<file path="config.mk">
export PLATFORM = sky130hd
export DESIGN_NAME = irq_hub
export DESIGN_NICKNAME = d
export VERILOG_FILES = /design/src/rtl/irq_pkg.sv /design/src/rtl/irq_capture.sv /design/src/rtl/irq_regs.sv /design/src/rtl/irq_vector.sv /design/src/rtl/irq_hub.sv
export SDC_FILE = /design/constraint.sdc
export NUM_CORES = 1
export LEC_CHECK = 0
export BUFFER_PORTS_ARGS = -buffer_cell sky130_fd_sc_hd__buf_4
export CAP_MARGIN = 20
export CORE_AREA = 2 2 192 194
export DETAILED_ROUTE_END_ITERATION = 12
export DIE_AREA = 0 0 194 196
export GPL_ROUTABILITY_DRIVEN = 1
export GPL_TIMING_DRIVEN = 0
export SETUP_SLACK_MARGIN = 0.05
export SYNTH_ARGS = -nofsm -noshare
export SYNTH_HDL_FRONTEND = slang
export SYNTH_SLANG_ARGS = --single-unit
</file>
<file path="constraint.sdc">
create_clock -name clk -period 4.2 [get_ports clk]
set_input_delay 0.21 -clock clk [delete_from_list [all_inputs] [get_ports clk]]
set_output_delay 0.21 -clock clk [all_outputs]
set_load 0.02 [all_outputs]
</file>
<file path="src/rtl/irq_pkg.sv">
`timescale 1ns/1ps
package irq_pkg;
  localparam int OFS_W = 4;
  localparam int VEC_STRIDE_LOG2 = 9;

  typedef enum logic [OFS_W-1:0] {
    OFS_STAT   = 4'd0,
    OFS_SET    = 4'd1,
    OFS_EN     = 4'd2,
    OFS_CRIT   = 4'd3,
    OFS_POL    = 4'd4,
    OFS_TRIG   = 4'd5,
    OFS_MASKED = 4'd6,
    OFS_VEC    = 4'd7,
    OFS_VCFG   = 4'd8
  } ofs_e;
endpackage

</file>
<file path="src/rtl/irq_capture.sv">
`timescale 1ns/1ps
module irq_capture #(
  parameter int NUM_SRC = 32
) (
  input  logic               clk,
  input  logic               rst_n,
  input  logic [NUM_SRC-1:0] src_i,
  input  logic [NUM_SRC-1:0] trig_i,
  input  logic               clr_en_i,
  input  logic [NUM_SRC-1:0] clr_mask_i,
  input  logic               set_en_i,
  input  logic [NUM_SRC-1:0] set_mask_i,
  output logic [NUM_SRC-1:0] status_o,
  output logic [NUM_SRC-1:0] level_o,
  output logic [NUM_SRC-1:0] raw_o,
  output logic [NUM_SRC-1:0] prev_o
);
  logic [NUM_SRC-1:0] raw;
  logic [NUM_SRC-1:0] prev_q;
  logic [NUM_SRC-1:0] status_q, status_d;
  logic [NUM_SRC-1:0] level_q, level_d;
  logic [NUM_SRC-1:0] sw_st, lvl_chg, edge_rise;
  logic               status_en;

  // source n maps to status bit NUM_SRC-1-n
  for (genvar g = 0; g < NUM_SRC; g++) begin : g_rev
    assign raw[NUM_SRC-1-g] = src_i[g];
  end

  always_comb begin
    sw_st = status_q;
    if (clr_en_i) begin
      sw_st = (status_q & ~clr_mask_i) | level_q;
    end else if (set_en_i) begin
      sw_st = status_q | set_mask_i;
    end
    lvl_chg   = (raw ^ prev_q) & ~trig_i;
    edge_rise = raw & ~prev_q & trig_i;
    status_d  = ((sw_st | edge_rise) & ~lvl_chg) | (raw & lvl_chg);
    level_d   = (level_q & ~lvl_chg) | (raw & lvl_chg);
    status_en = clr_en_i | set_en_i | (|(raw ^ prev_q));
  end

  always_ff @(posedge clk or negedge rst_n) begin
    if (!rst_n) begin
      prev_q <= '0;
    end else begin
      prev_q <= raw;
    end
  end

  always_ff @(posedge clk or negedge rst_n) begin
    if (!rst_n) begin
      status_q <= '0;
      level_q  <= '0;
    end else if (status_en) begin
      status_q <= status_d;
      level_q  <= level_d;
    end
  end

  assign status_o = status_q;
  assign level_o  = level_q;
  assign raw_o    = raw;
  assign prev_o   = prev_q;
endmodule

</file>
<file path="src/rtl/irq_regs.sv">
`timescale 1ns/1ps
module irq_regs
  import irq_pkg::*;
#(
  parameter int NUM_SRC = 32,
  parameter bit HAS_VEC = 1'b1
) (
  input  logic               clk,
  input  logic               rst_n,
  input  logic               wr_en_i,
  input  logic [OFS_W-1:0]   addr_i,
  input  logic [NUM_SRC-1:0] wdata_i,
  output logic [NUM_SRC-1:0] en_o,
  output logic [NUM_SRC-1:0] crit_o,
  output logic [NUM_SRC-1:0] pol_o,
  output logic [NUM_SRC-1:0] trig_o,
  output logic [NUM_SRC-1:0] vcfg_o
);
  logic [NUM_SRC-1:0] en_q, crit_q, pol_q, trig_q;
  logic en_we, crit_we, pol_we, trig_we, vcfg_we;

  always_comb begin
    en_we   = wr_en_i && (addr_i == OFS_EN);
    crit_we = wr_en_i && (addr_i == OFS_CRIT);
    pol_we  = wr_en_i && (addr_i == OFS_POL);
    trig_we = wr_en_i && (addr_i == OFS_TRIG);
    vcfg_we = wr_en_i && (addr_i == OFS_VCFG);
  end

  always_ff @(posedge clk or negedge rst_n) begin
    if (!rst_n) begin
      en_q   <= '0;
      crit_q <= '0;
      pol_q  <= '0;
      trig_q <= '0;
    end else begin
      if (en_we)   en_q   <= wdata_i;
      if (crit_we) crit_q <= wdata_i;
      if (pol_we)  pol_q  <= wdata_i;
      if (trig_we) trig_q <= wdata_i;
    end
  end

  if (HAS_VEC) begin : g_vcfg
    logic [NUM_SRC-1:0] vcfg_q, vcfg_d;
    always_comb begin
      vcfg_d    = wdata_i;
      vcfg_d[1] = 1'b0;
    end
    always_ff @(posedge clk or negedge rst_n) begin
      if (!rst_n) begin
        vcfg_q <= '0;
      end else if (vcfg_we) begin
        vcfg_q <= vcfg_d;
      end
    end
    assign vcfg_o = vcfg_q;
  end else begin : g_no_vcfg
    logic unused_we;
    assign unused_we = vcfg_we;
    assign vcfg_o    = '0;
  end

  assign en_o   = en_q;
  assign crit_o = crit_q;
  assign pol_o  = pol_q;
  assign trig_o = trig_q;
endmodule

</file>
<file path="src/rtl/irq_vector.sv">
`timescale 1ns/1ps
module irq_vector
  import irq_pkg::*;
#(
  parameter int NUM_SRC = 32
) (
  input  logic [NUM_SRC-1:0] pend_crit_i,
  input  logic [NUM_SRC-1:0] vcfg_i,
  output logic [NUM_SRC-1:0] vec_o
);
  localparam int IDX_W = $clog2(NUM_SRC);

  logic [IDX_W-1:0]   up_pos, down_pos, pos;
  logic [NUM_SRC-1:0] base, offset;

  always_comb begin
    up_pos   = '0;
    down_pos = '0;
    // later iterations overwrite: lowest index wins here
    for (int i = NUM_SRC-1; i >= 0; i--) begin
      if (pend_crit_i[i]) up_pos = IDX_W'(i);
    end
    // highest index wins, measured from the top bit
    for (int i = 0; i < NUM_SRC; i++) begin
      if (pend_crit_i[i]) down_pos = IDX_W'(NUM_SRC-1-i);
    end
    pos       = vcfg_i[0] ? down_pos : up_pos;
    base      = vcfg_i;
    base[1:0] = 2'b00;
    offset    = NUM_SRC'(pos) << VEC_STRIDE_LOG2;
    vec_o     = (|pend_crit_i) ? (base + offset) : '0;
  end
endmodule

</file>
<file path="src/rtl/irq_hub.sv">
`timescale 1ns/1ps
module irq_hub
  import irq_pkg::*;
#(
  parameter int NUM_SRC = 32,
  parameter bit HAS_VEC = 1'b1
) (
  input  logic               clk,
  input  logic               rst_n,
  input  logic [NUM_SRC-1:0] src_i,
  input  logic               bus_we,
  input  logic [3:0]         bus_addr,
  input  logic [NUM_SRC-1:0] bus_wdata,
  output logic [NUM_SRC-1:0] bus_rdata,
  output logic               irq_o,
  output logic               crit_o
);
  logic [NUM_SRC-1:0] status_w, level_w, raw_w, prev_w;
  logic [NUM_SRC-1:0] en_w, critsel_w, pol_w, trig_w, vcfg_w, vec_w;
  logic [NUM_SRC-1:0] masked_w, pend_norm_w, pend_crit_w;
  logic               clr_en, set_en;

  assign clr_en = bus_we && (bus_addr == OFS_STAT);
  assign set_en = bus_we && (bus_addr == OFS_SET);

  irq_capture #(.NUM_SRC(NUM_SRC)) cap_i (
    .clk(clk), .rst_n(rst_n), .src_i(src_i), .trig_i(trig_w),
    .clr_en_i(clr_en), .clr_mask_i(bus_wdata),
    .set_en_i(set_en), .set_mask_i(bus_wdata),
    .status_o(status_w), .level_o(level_w), .raw_o(raw_w), .prev_o(prev_w)
  );

  irq_regs #(.NUM_SRC(NUM_SRC), .HAS_VEC(HAS_VEC)) regs_i (
    .clk(clk), .rst_n(rst_n), .wr_en_i(bus_we), .addr_i(bus_addr),
    .wdata_i(bus_wdata), .en_o(en_w), .crit_o(critsel_w), .pol_o(pol_w),
    .trig_o(trig_w), .vcfg_o(vcfg_w)
  );

  assign masked_w    = status_w & en_w;
  assign pend_norm_w = masked_w & ~critsel_w;
  assign pend_crit_w = masked_w & critsel_w;

  if (HAS_VEC) begin : g_vec
    irq_vector #(.NUM_SRC(NUM_SRC)) vec_i (
      .pend_crit_i(pend_crit_w), .vcfg_i(vcfg_w), .vec_o(vec_w)
    );
  end else begin : g_no_vec
    assign vec_w = '0;
  end

  assign irq_o  = |pend_norm_w;
  assign crit_o = |pend_crit_w;

  always_comb begin
    unique case (bus_addr)
      OFS_STAT, OFS_SET: bus_rdata = status_w;
      OFS_EN:            bus_rdata = en_w;
      OFS_CRIT:          bus_rdata = critsel_w;
      OFS_POL:           bus_rdata = pol_w;
      OFS_TRIG:          bus_rdata = trig_w;
      OFS_MASKED:        bus_rdata = masked_w;
      OFS_VEC:           bus_rdata = vec_w;
      OFS_VCFG:          bus_rdata = vcfg_w;
      default:           bus_rdata = '0;
    endcase
  end
endmodule

</file>
==> results.toml, run 1 <==
[outcome]
status = "finished, final reports clean"

[yosys]
synth_area_leaders = "dfrtp_1 45%, mux2_2 14%, a21oi_1 4.3%"
synth_area_um2 = 14200
synth_most_common_cell = "dfrtp_1"
synth_commonest_cells = "255 x dfrtp_1, 183 x mux2_2, 123 x a21oi_1"
yosys.area.top_type = "dfrtp_1"
synth_ff_type = "dfrtp_1"
ys_ff_latch = 255
yosys.area.top_type_share_pct = 44.8
synth_cells = 1396
syn_area_per_cell_um2 = 10.2
async_reset_ff_share_pct = 100
synth_nets = 1506
synth_seq_area_share_pct = 44.8
synth_edf_count = 0
synth.distinct_cells = 65
yosys_warnings = 0

[job]
max_cap_violations = 0

[timing]
fmax_mhz = 242
worst_slew_pin_slew_ps = 1220
finClkSkew_ps = 12.5
setup_viol = 0
drv_slew = 0
rsz0062_at_grt = "true"
fin_hold_ws_ps = 157
period_share_pct = 98.5
max_slew_margin_pct = 18.4
finalHoldViolCount = 0
fin_crit_ps = 4140

[critical_path]
path_cells = "nand3_2, nor2b_1, o21ai_1, nand4_1, buf_4, o2111ai_2, o22ai_4, ha_4, fa_2, a21oi_2, o21ai_2, nor2b_4, and3_4, nor3b_1, a211o_1, buf_6"
path_class = "flop to output pin"
cp.arrival_ps = 3930
cp_slowest_stage_delay_ps = 410
critPathSlowestCell = "dfrtp_1"
crit_fanout = 6
worstPathRequired_ps = 3990
startpoint_type = "flop"
critPathCaptureType = "output pin"

[route]
dr.pass1.iters = 5
wl_per_cell_um = 24.5
drc = 0
via_per_inst = 6.09
via_count = 13000
drt_iter0_drc = 1157
drt-total-wl_mm = 52.4
ant_nets = 0

[grt]
grt_pass1_wl_mm = 78.0
grt_overflow_total = 0
grt_use_total_pct = 26.9
grt_max_degree = 110
grt_pass1_vias = 12600
antenna_found_initial = 0

[pwr]
peakVddDrop_mv = 0.348
p_leak_uw = 0.00798
report.power.total_uw = 9150
p_per_area_nw_per_um2 = 503

[floorplan]
coreArea_um2 = 36100
start_util_pct = 39.5
ios = 105
fp.dieW_um = 194
rows = 70
dieArea_um2 = 38000
chipHeight_um = 196

[clock_tree]
cts_inserted_buffers = 29
htreeDepth = 1
cts.sinks = 255
cts_tree = "built"
clk_path_buf_depth = 3
cts-root-buf = "clkbuf_16"
clk_pin_slew_ps = 60
clk_latency_ps = 560

[layout]
drive_gt1_share_pct = 33.3
fillers = 3358
fin_nets = 1763
diodes = 0
area_delta_synth_final_pct = 27.7

[placed_design]
place_hpwl_mm = 37.3
io_buffers = 103
place_congestion = 1.01

[worst_hold_path]
min_path_type = "input pin to async pin"
cell families after synthesis:
logic type               Yosys count  synth area share [%]
AO/OA/AOI/OAI                    415                  19.1
XOR/XNOR                           8                 0.492
adder cells (fa/ha/maj)           39                  3.48
buffers and inverters            128                  3.88
flip-flops                       255                  44.8
multiplexers                     189                  14.9
AND/OR/NAND/NOR                  362                  13.2
power breakdown:
part / internal, uW / switching (uW)
Sequential: 3010 / 679
Combinational: 1480 / 1550
Clock: 1420 / 1010
Total: 5900 / 3240
layout by cell type, fill, tap and decap left out, types with 12 or more instances in the layout:
master         Yosys  layout
buf_6              3      12
a21oi_1          123     119
dlygate4sd3_1      0      65
nand3b_1          16      16
mux2_2           183     183
a22oi_1           56      56
a21o_1            15      15
clkbuf_16          0      29
buf_2             30      30
dfrtp_1          255     212
inv_1             66      66
nor3_1            21      20
nand2_1          109     107
a221oi_1          34      33
clkbuf_1          25      34
o21ai_1           13      16
nor2b_1           13      12
a211oi_1          25      22
a31oi_1           22      22
nand3_2            1      22
o21ai_0           48      36
ha_1              38      36
o22ai_1           18      17
nand4_1           19      19
nor2_1            73      70
a211o_1           13      13
buf_4              3     152
dfrtp_2            0      43
routing by layer:
layer	vias to the layer above	GRT usage, %	wire length [um]
met2	574	42.2	23700
li1	5763	-	-
met4	0	11.3	2460
met1	6553	37.4	22600
met5	-	0	0
met3	125	3.73	3690
stage by stage:
| stage | cell area [um^2] | worst slack [ps] | cells | utilization, % | setup TNS, ps |
|---|---|---|---|---|---|
| final | 18200 | 64.1 | 2137 | 50.4 | 0 |
| after floorplan | 14200 | 776 | 1396 | - | 0 |
| after CTS | 17600 | 50.0 | 2107 | 48.8 | 0 |
| after global placement | 15600 | -266 | 1967 | 43.2 | -1010 |
| after detailed placement | 15700 | -296 | 1970 | 43.4 | -804 |
| after global routing | 18200 | -71.2 | 2137 | 50.4 | -246 |
worst paths after layout:
kind,from,to,slack [ps],depth (start not counted)
setup / recovery,cap_i.status_o[23]$_DFFE_PN0P_,bus_rdata[23],60,16
hold reg to reg,regs_i.pol_o[11]$_DFFE_PN0P_,regs_i.pol_o[11]$_DFFE_PN0P_,490,2
hold / removal,rst_n,regs_i.en_o[2]$_DFFE_PN0P_,160,2
max in group asynchronous,rst_n,regs_i.en_o[16]$_DFFE_PN0P_,3070,3
min in group clk,bus_we,regs_i.vcfg_o[0]$_DFFE_PN0P_,320,3
setup reg to reg,cap_i.prev_o[11]$_DFF_PN0_,cap_i.status_o[10]$_DFFE_PN0P_,1000,8
cell type report:
class	instances	area, um^2	share of cell area (%)
Inverter	66	248	1.36
Sequential cell	255	6430	35.4
Clock buffer	44	842	4.63
Tap cell	468	586	3.22
Clock inverter	3	40.0	0.220
Buffer	62	305	1.68
Timing Repair Buffer	226	1940	10.7
Multi-Input combinational cell	1013	7790	42.8
critical path, delay by kind of cell, from the launching register on:
kind	cells	cell delay (ps)
adders and majority gates	2	550
AOI/OAI and AO/OA	6	1080
DFF	1	410
and+or+nand+nor	6	970
buffers and inverters	2	350
repair_timing:
| item | in CTS | in global routing |
|---|---|---|
| pin swaps | 12 | 39 |
| setup buffers | 25 | 30 |
| hold endpoints to repair | 280 | 0 |
| gates resized for setup | 69 | 88 |
| endpoints found under the setup margin | 18 | 19 |
| hold buffers | 65 | 0 |
Power figures use the tool's default switching activity.
==> run 2: changes to the inputs <==
--- a/config.mk
+++ b/config.mk
@@ -8,10 +8,12 @@
 export BUFFER_PORTS_ARGS = -buffer_cell sky130_fd_sc_hd__buf_4
 export CAP_MARGIN = 20
 export CORE_AREA = 2 2 192 194
+export CTS_CLUSTER_SIZE = 24
 export DETAILED_ROUTE_END_ITERATION = 12
 export DIE_AREA = 0 0 194 196
 export GPL_ROUTABILITY_DRIVEN = 1
 export GPL_TIMING_DRIVEN = 0
+export RECOVER_POWER = 25
 export SETUP_SLACK_MARGIN = 0.05
 export SYNTH_ARGS = -nofsm -noshare
 export SYNTH_HDL_FRONTEND = slang
==> constraint.sdc (replaced) <==
create_clock -name clk -period 4.7 [get_ports clk]
set_input_delay 0.235 -clock clk [delete_from_list [all_inputs] [get_ports clk]]
set_output_delay 0.235 -clock clk [all_outputs]
set_load 0.02 [all_outputs]
==> results.toml, run 2 (synthesized netlist as in run 1, its figures left out) <==
[clock_tree]
post_cts_buffers = 0
cts_inserted_buffers = 29
cts_tree = "built"
cts.sinks = 255
cts-root-buf = "clkbuf_16"
clk_pin_slew_ps = 70
htreeDepth = 1
clk_path_buf_depth = 3
clk_latency_ps = 550

[layout]
layout_common_cells = "254 x dfrtp_1, 183 x mux2_2, 122 x a21oi_1"
final_common_cell = "dfrtp_1"
fin_nets = 1708
area_delta_synth_final_pct = 20.2
diodes = 0
final_area_um2 = 17100
drive_gt1_share_pct = 22.3

[route]
dr.pass1.iters = 6
drt_iter0_drc = 1093
via_count = 12600
drt-total-wl_mm = 51.0
ant_nets = 0
drc = 0
via_per_inst = 6.04
wl_per_cell_um = 24.5

[grt]
antenna_found_initial = 0
grt_max_degree = 110
grt_overflow_total = 0
grt_pass1_wl_mm = 76.7
grt_use_total_pct = 26.5
grt_pass1_vias = 12300

[pwr]
p_leak_uw = 0.00755
peakVddDrop_mv = 0.300
p_per_area_nw_per_um2 = 449
report.power.total_uw = 7680

[critical_path]
path_class = "flop to output pin"
startpoint_type = "flop"
path_cells = "nand3_1, nand4b_4, nor4_4, or2b_1, o21ai_0, ha_1, and4_1, o21ai_4, nor3_1, xnor2_1, o21ai_0, buf_4"
path_common_cell = "o21ai_0"
critPathSlowestCell = "dfrtp_1"
critPathCaptureType = "output pin"
regToRegSetupSlack_ps = 1500
worstPathRequired_ps = 4470
cp.arrival_ps = 4270
worstRegToRegCells = 8
cp_slowest_stage_delay_ps = 480
crit_fanout = 9

[timing]
fin_crit_ps = 4510
drv_slew = 156
fmax_mhz = 222
max_slew_margin_pct = -70.9
fin_hold_ws_ps = 350
finClkSkew_ps = 10.4
finalHoldViolCount = 0
rsz0062_at_grt = "false"
worst_slew_pin_slew_ps = 2560
period_share_pct = 95.9
fin_setup_tns_ps = 0
layout_setup_ws_ps = 191
setup_viol = 0

[floorplan]
dieArea_um2 = 38000
start_util_pct = 39.5
coreArea_um2 = 36100
rows = 70
chipHeight_um = 196
ios = 105
fp.dieW_um = 194

[placed_design]
place_hpwl_mm = 37.3
io_buffers = 103
place_congestion = 1.01
dp_slack_ps = 179
place_area_um2 = 15700

[worst_hold_path]
min_path_type = "input pin to flop"
hold_depth = 3

[outcome]
violations = "max-capacitance violations, max-slew violations"
status = "finished, violations left"

[job]
max_cap_violations = 2
-- run 2: repair_timing --
action	in CTS	in global routing
hold buffers	65	0
endpoints found under the setup margin	10	9
endpoints found under the hold margin	266	0
pin swaps	0	2
resized for setup	5	14
-- run 2: worst paths after layout --
check | start | endpoint
worst max-delay path | regs_i.crit_o[1]$_DFFE_PN0P_ | bus_rdata[28]
worst min register to register | regs_i.pol_o[27]$_DFFE_PN0P_ | regs_i.pol_o[27]$_DFFE_PN0P_
max in group asynchronous | rst_n | regs_i.trig_o[15]$_DFFE_PN0P_
worst min-delay path | bus_we | regs_i.vcfg_o[31]$_DFFE_PN0P_
min in group asynchronous | rst_n | cap_i.status_o[1]$_DFFE_PN0P_
worst max register to register | cap_i.prev_o[11]$_DFF_PN0_ | cap_i.status_o[10]$_DFFE_PN0P_
-- run 2: routing by layer --
metal	track usage (%)	share of wire, %	vias to the layer above
li1	-	-	5648
met1	36.9	44	6326
met2	41.7	45	500
met3	3.52	6.5	101
met4	10.6	4.2	0
met5	0	0	-
-- run 2: layout make-up --
| cell class | instances | area, um^2 |
|---|---|---|
| fillers | 3434 | 19000 |
| clock buffers | 44 | 842 |
| inverters | 66 | 248 |
| flip-flops and latches | 255 | 6380 |
| plain buffers | 62 | 304 |
| well taps | 468 | 586 |
| repair buffers | 171 | 1330 |
| clock inverters | 3 | 40.0 |
| multi-input cells | 1013 | 7390 |
-- run 2: worst max-delay path: cells and delay by family (launching register included) --
family                     cells  cell delay (ps)
AOI/OAI and AO/OA              3              970
xor gates and xnor gates       1              150
adders and majority gates      1              340
buffers and inverters          1              220
DFF                            1              480
and+or+nand+nor                6             1550
-- run 2: power by group --
group / leakage [uW] / total [uW] / internal, uW / switching, uW
Clock: 0.000433 / 2170 / 1270 / 905
Combinational: 0.00407 / 2260 / 1030 / 1230
Sequential: 0.00305 / 3250 / 2670 / 576
-- run 2: per-stage QoR --
| step | std cells | utilization (%) |
|---|---|---|
| after floorplan | 1396 | - |
| after global placement | 1967 | 43.2 |
| after detailed placement | 1970 | 43.4 |
| after CTS | 2082 | 47.7 |
| after global routing | 2082 | 47.4 |
| final | 2082 | 47.4 |
==> run 3: changes to the inputs <==
--- a/config.mk
+++ b/config.mk
@@ -5,7 +5,7 @@
 export SDC_FILE = /design/constraint.sdc
 export NUM_CORES = 1
 export LEC_CHECK = 0
-export BUFFER_PORTS_ARGS = -buffer_cell sky130_fd_sc_hd__buf_4
+export BUFFER_PORTS_ARGS = -buffer_cell sky130_fd_sc_hd__buf_2
 export CAP_MARGIN = 20
 export CORE_AREA = 2 2 192 194
 export CTS_CLUSTER_SIZE = 24
==> results.toml, run 3 (synthesized netlist as in run 1, its figures left out) <==
[outcome]
status = "finished, violations left"
violations = "max-capacitance violations, max-slew violations"

[critical_path]
r2r_start = "cap_i.prev_o[11]$_DFF_PN0_"
path_class = "flop to output pin"
worstPathRequired_ps = 4470
cp.arrival_ps = 4280
critPathCaptureType = "output pin"
startpoint_type = "flop"
r2r-end = "cap_i.status_o[22]$_DFFE_PN0P_"
regToRegSetupSlack_ps = 1620
worstRegToRegCells = 8
crit_fanout = 6

[grt]
grt_max_degree = 106
grt_use_met1_pct = 36.8
grt_busiest_layer = "met2"
grt_pass1_vias = 12100
antenna_found_initial = 0
grt_overflow_total = 0
met3_usage_pct = 4.49
grt_use_total_pct = 26.3
grt_pass1_wl_mm = 76.0
grtUsageMet2_pct = 40.9

[floorplan]
fp.dieW_um = 194
rows = 70
ios = 105
coreArea_um2 = 36100
start_util_pct = 39.5
chipHeight_um = 196
dieArea_um2 = 38000

[clock_tree]
clk_pin_slew_ps = 60
cts-root-buf = "clkbuf_16"
cts_tree = "built"
clk_path_buf_depth = 3
clk_latency_ps = 570
cts.sinks = 255
cts_inserted_buffers = 29
htreeDepth = 1

[timing]
max_slew_margin_pct = -85.2
finClkSkew_ps = 10.1
worst_slew_pin_slew_ps = 2780
fin_hold_ws_ps = 23.5
rsz0062_at_grt = "true"
drv_slew = 48
fin_crit_ps = 4510
period_share_pct = 96.1
fmax_mhz = 221
setup_viol = 0
finalHoldViolCount = 0

[placed_design]
place_hpwl_mm = 37.1
place_congestion = 0.974
io_buffers = 103
dp.cells = 1970
place_area_um2 = 15400

[layout]
final_area_um2 = 17000
layout_common_cells = "253 x dfrtp_1, 183 x mux2_2, 122 x a21oi_1"
fin_nets = 1700
diodes = 0
area_delta_synth_final_pct = 19.2
final_common_cell = "dfrtp_1"
drive_gt1_share_pct = 23.2
stdcell_count = 2079

[route]
ant_nets = 0
dr.pass1.iters = 7
via_per_inst = 6.06
drc = 0
drt_iter0_drc = 1258
via_count = 12600
wl_per_cell_um = 24.5
drt-total-wl_mm = 50.9

[worst_hold_path]
min_path_type = "input pin to flop"
hold_depth = 2
min_to = "regs_i.trig_o[8]$_DFFE_PN0P_"
hp-start = "bus_wdata[8]"

[pwr]
p_leak_uw = 0.00752
p_per_area_nw_per_um2 = 458
peakVddDrop_mv = 0.362

[job]
max_cap_violations = 1
==> run 3: cell types whose count changed in the layout (fill, tap and decap cells not counted), moves of 2 or more <==
| cell | delta |
|---|---|
| buf_2 | +70 |
| buf_4 | -68 |
| dlygate4sd3_1 | -10 |
| clkinv_2 | +4 |
| clkbuf_1 | -3 |
| buf_16 | +2 |
| clkbuf_4 | -2 |
==> run 3: layer usage <==
| layer | up-vias | share of wire (%) |
|---|---|---|
| met5 | - | 0 |
| met4 | 0 | 4.4 |
| met3 | 113 | 6.8 |
| met2 | 479 | 44 |
| met1 | 6371 | 44 |
| li1 | 5635 | - |
==> run 3: where the power goes <==
group / leakage [uW] / internal, uW / switching [uW] / total (uW)
Combinational: 0.00401 / 1000 / 1230 / 2230
Sequential: 0.00305 / 2670 / 581 / 3250
Clock: 0.000468 / 1330 / 946 / 2280
Total: 0.00752 / 5010 / 2760 / 7770
==> run 3: what timing repair did <==
item	4_1_cts	5_1_grt
buffers inserted	0	2
hold endpoints to repair	199	0
setup endpoints to repair	13	14
hold buffers	55	0
pin swaps	0	2
gates resized for setup	9	13
==> run 3: how the worst max path moves through the flow <==
stage,from,end,slack [ps],cells past startpoint
finish,regs_i.crit_o[1]$_DFFE_PN0P_,bus_rdata[31],190,15
global route,regs_i.crit_o[10]$_DFFE_PN0P_,bus_rdata[28],60,14
CTS,cap_i.status_o[11]$_DFFE_PN0P_,bus_rdata[27],50,14
detailed placement,cap_i.status_o[0]$_DFFE_PN0P_,bus_rdata[31],10,15
global placement,rst_n,regs_i.trig_o[15]$_DFFE_PN0P_,-1460,1
floorplan,regs_i.en_o[27]$_DFFE_PN0P_,bus_rdata[31],1250,12
==> run 3: stage by stage <==
step | power (uW) | utilization [%] | setup WS [ps] | TNS [ps]
detailed placement | 5370 | 42.7 | 14.8 | 0
global placement | 5310 | 42.5 | -1460 | -363100
finish | 7770 | 47.0 | 185 | 0
global route | 8140 | 47.0 | 55.9 | 0
floorplan | 4550 | - | 1250 | 0
CTS | 7720 | 47.0 | 52.5 | 0
==> run 3: layout make-up <==
class	count	area (um^2)
Clock inverter	11	115
Fill cell	3422	19100
Buffer	62	304
Timing Repair Buffer	163	1110
Inverter	66	248
Multi-Input combinational cell	1013	7400
Clock buffer	41	831
Tap cell	468	586
Sequential cell	255	6380
==> run 3: worst max-delay path, cell delays in order, from the launching register on <==
cell and delay [ps]:
dfrtp_1 480, and3_1 240, o21ai_0 200, a21oi_1 110
a211oi_2 330, a2111oi_4 100, o22ai_2 250, ha_1 230
fa_1 240, a21oi_2 90, o21ai_2 240, nor2b_4 320
nand4_1 180, xor2_1 180, o21ai_0 280, buf_2 230
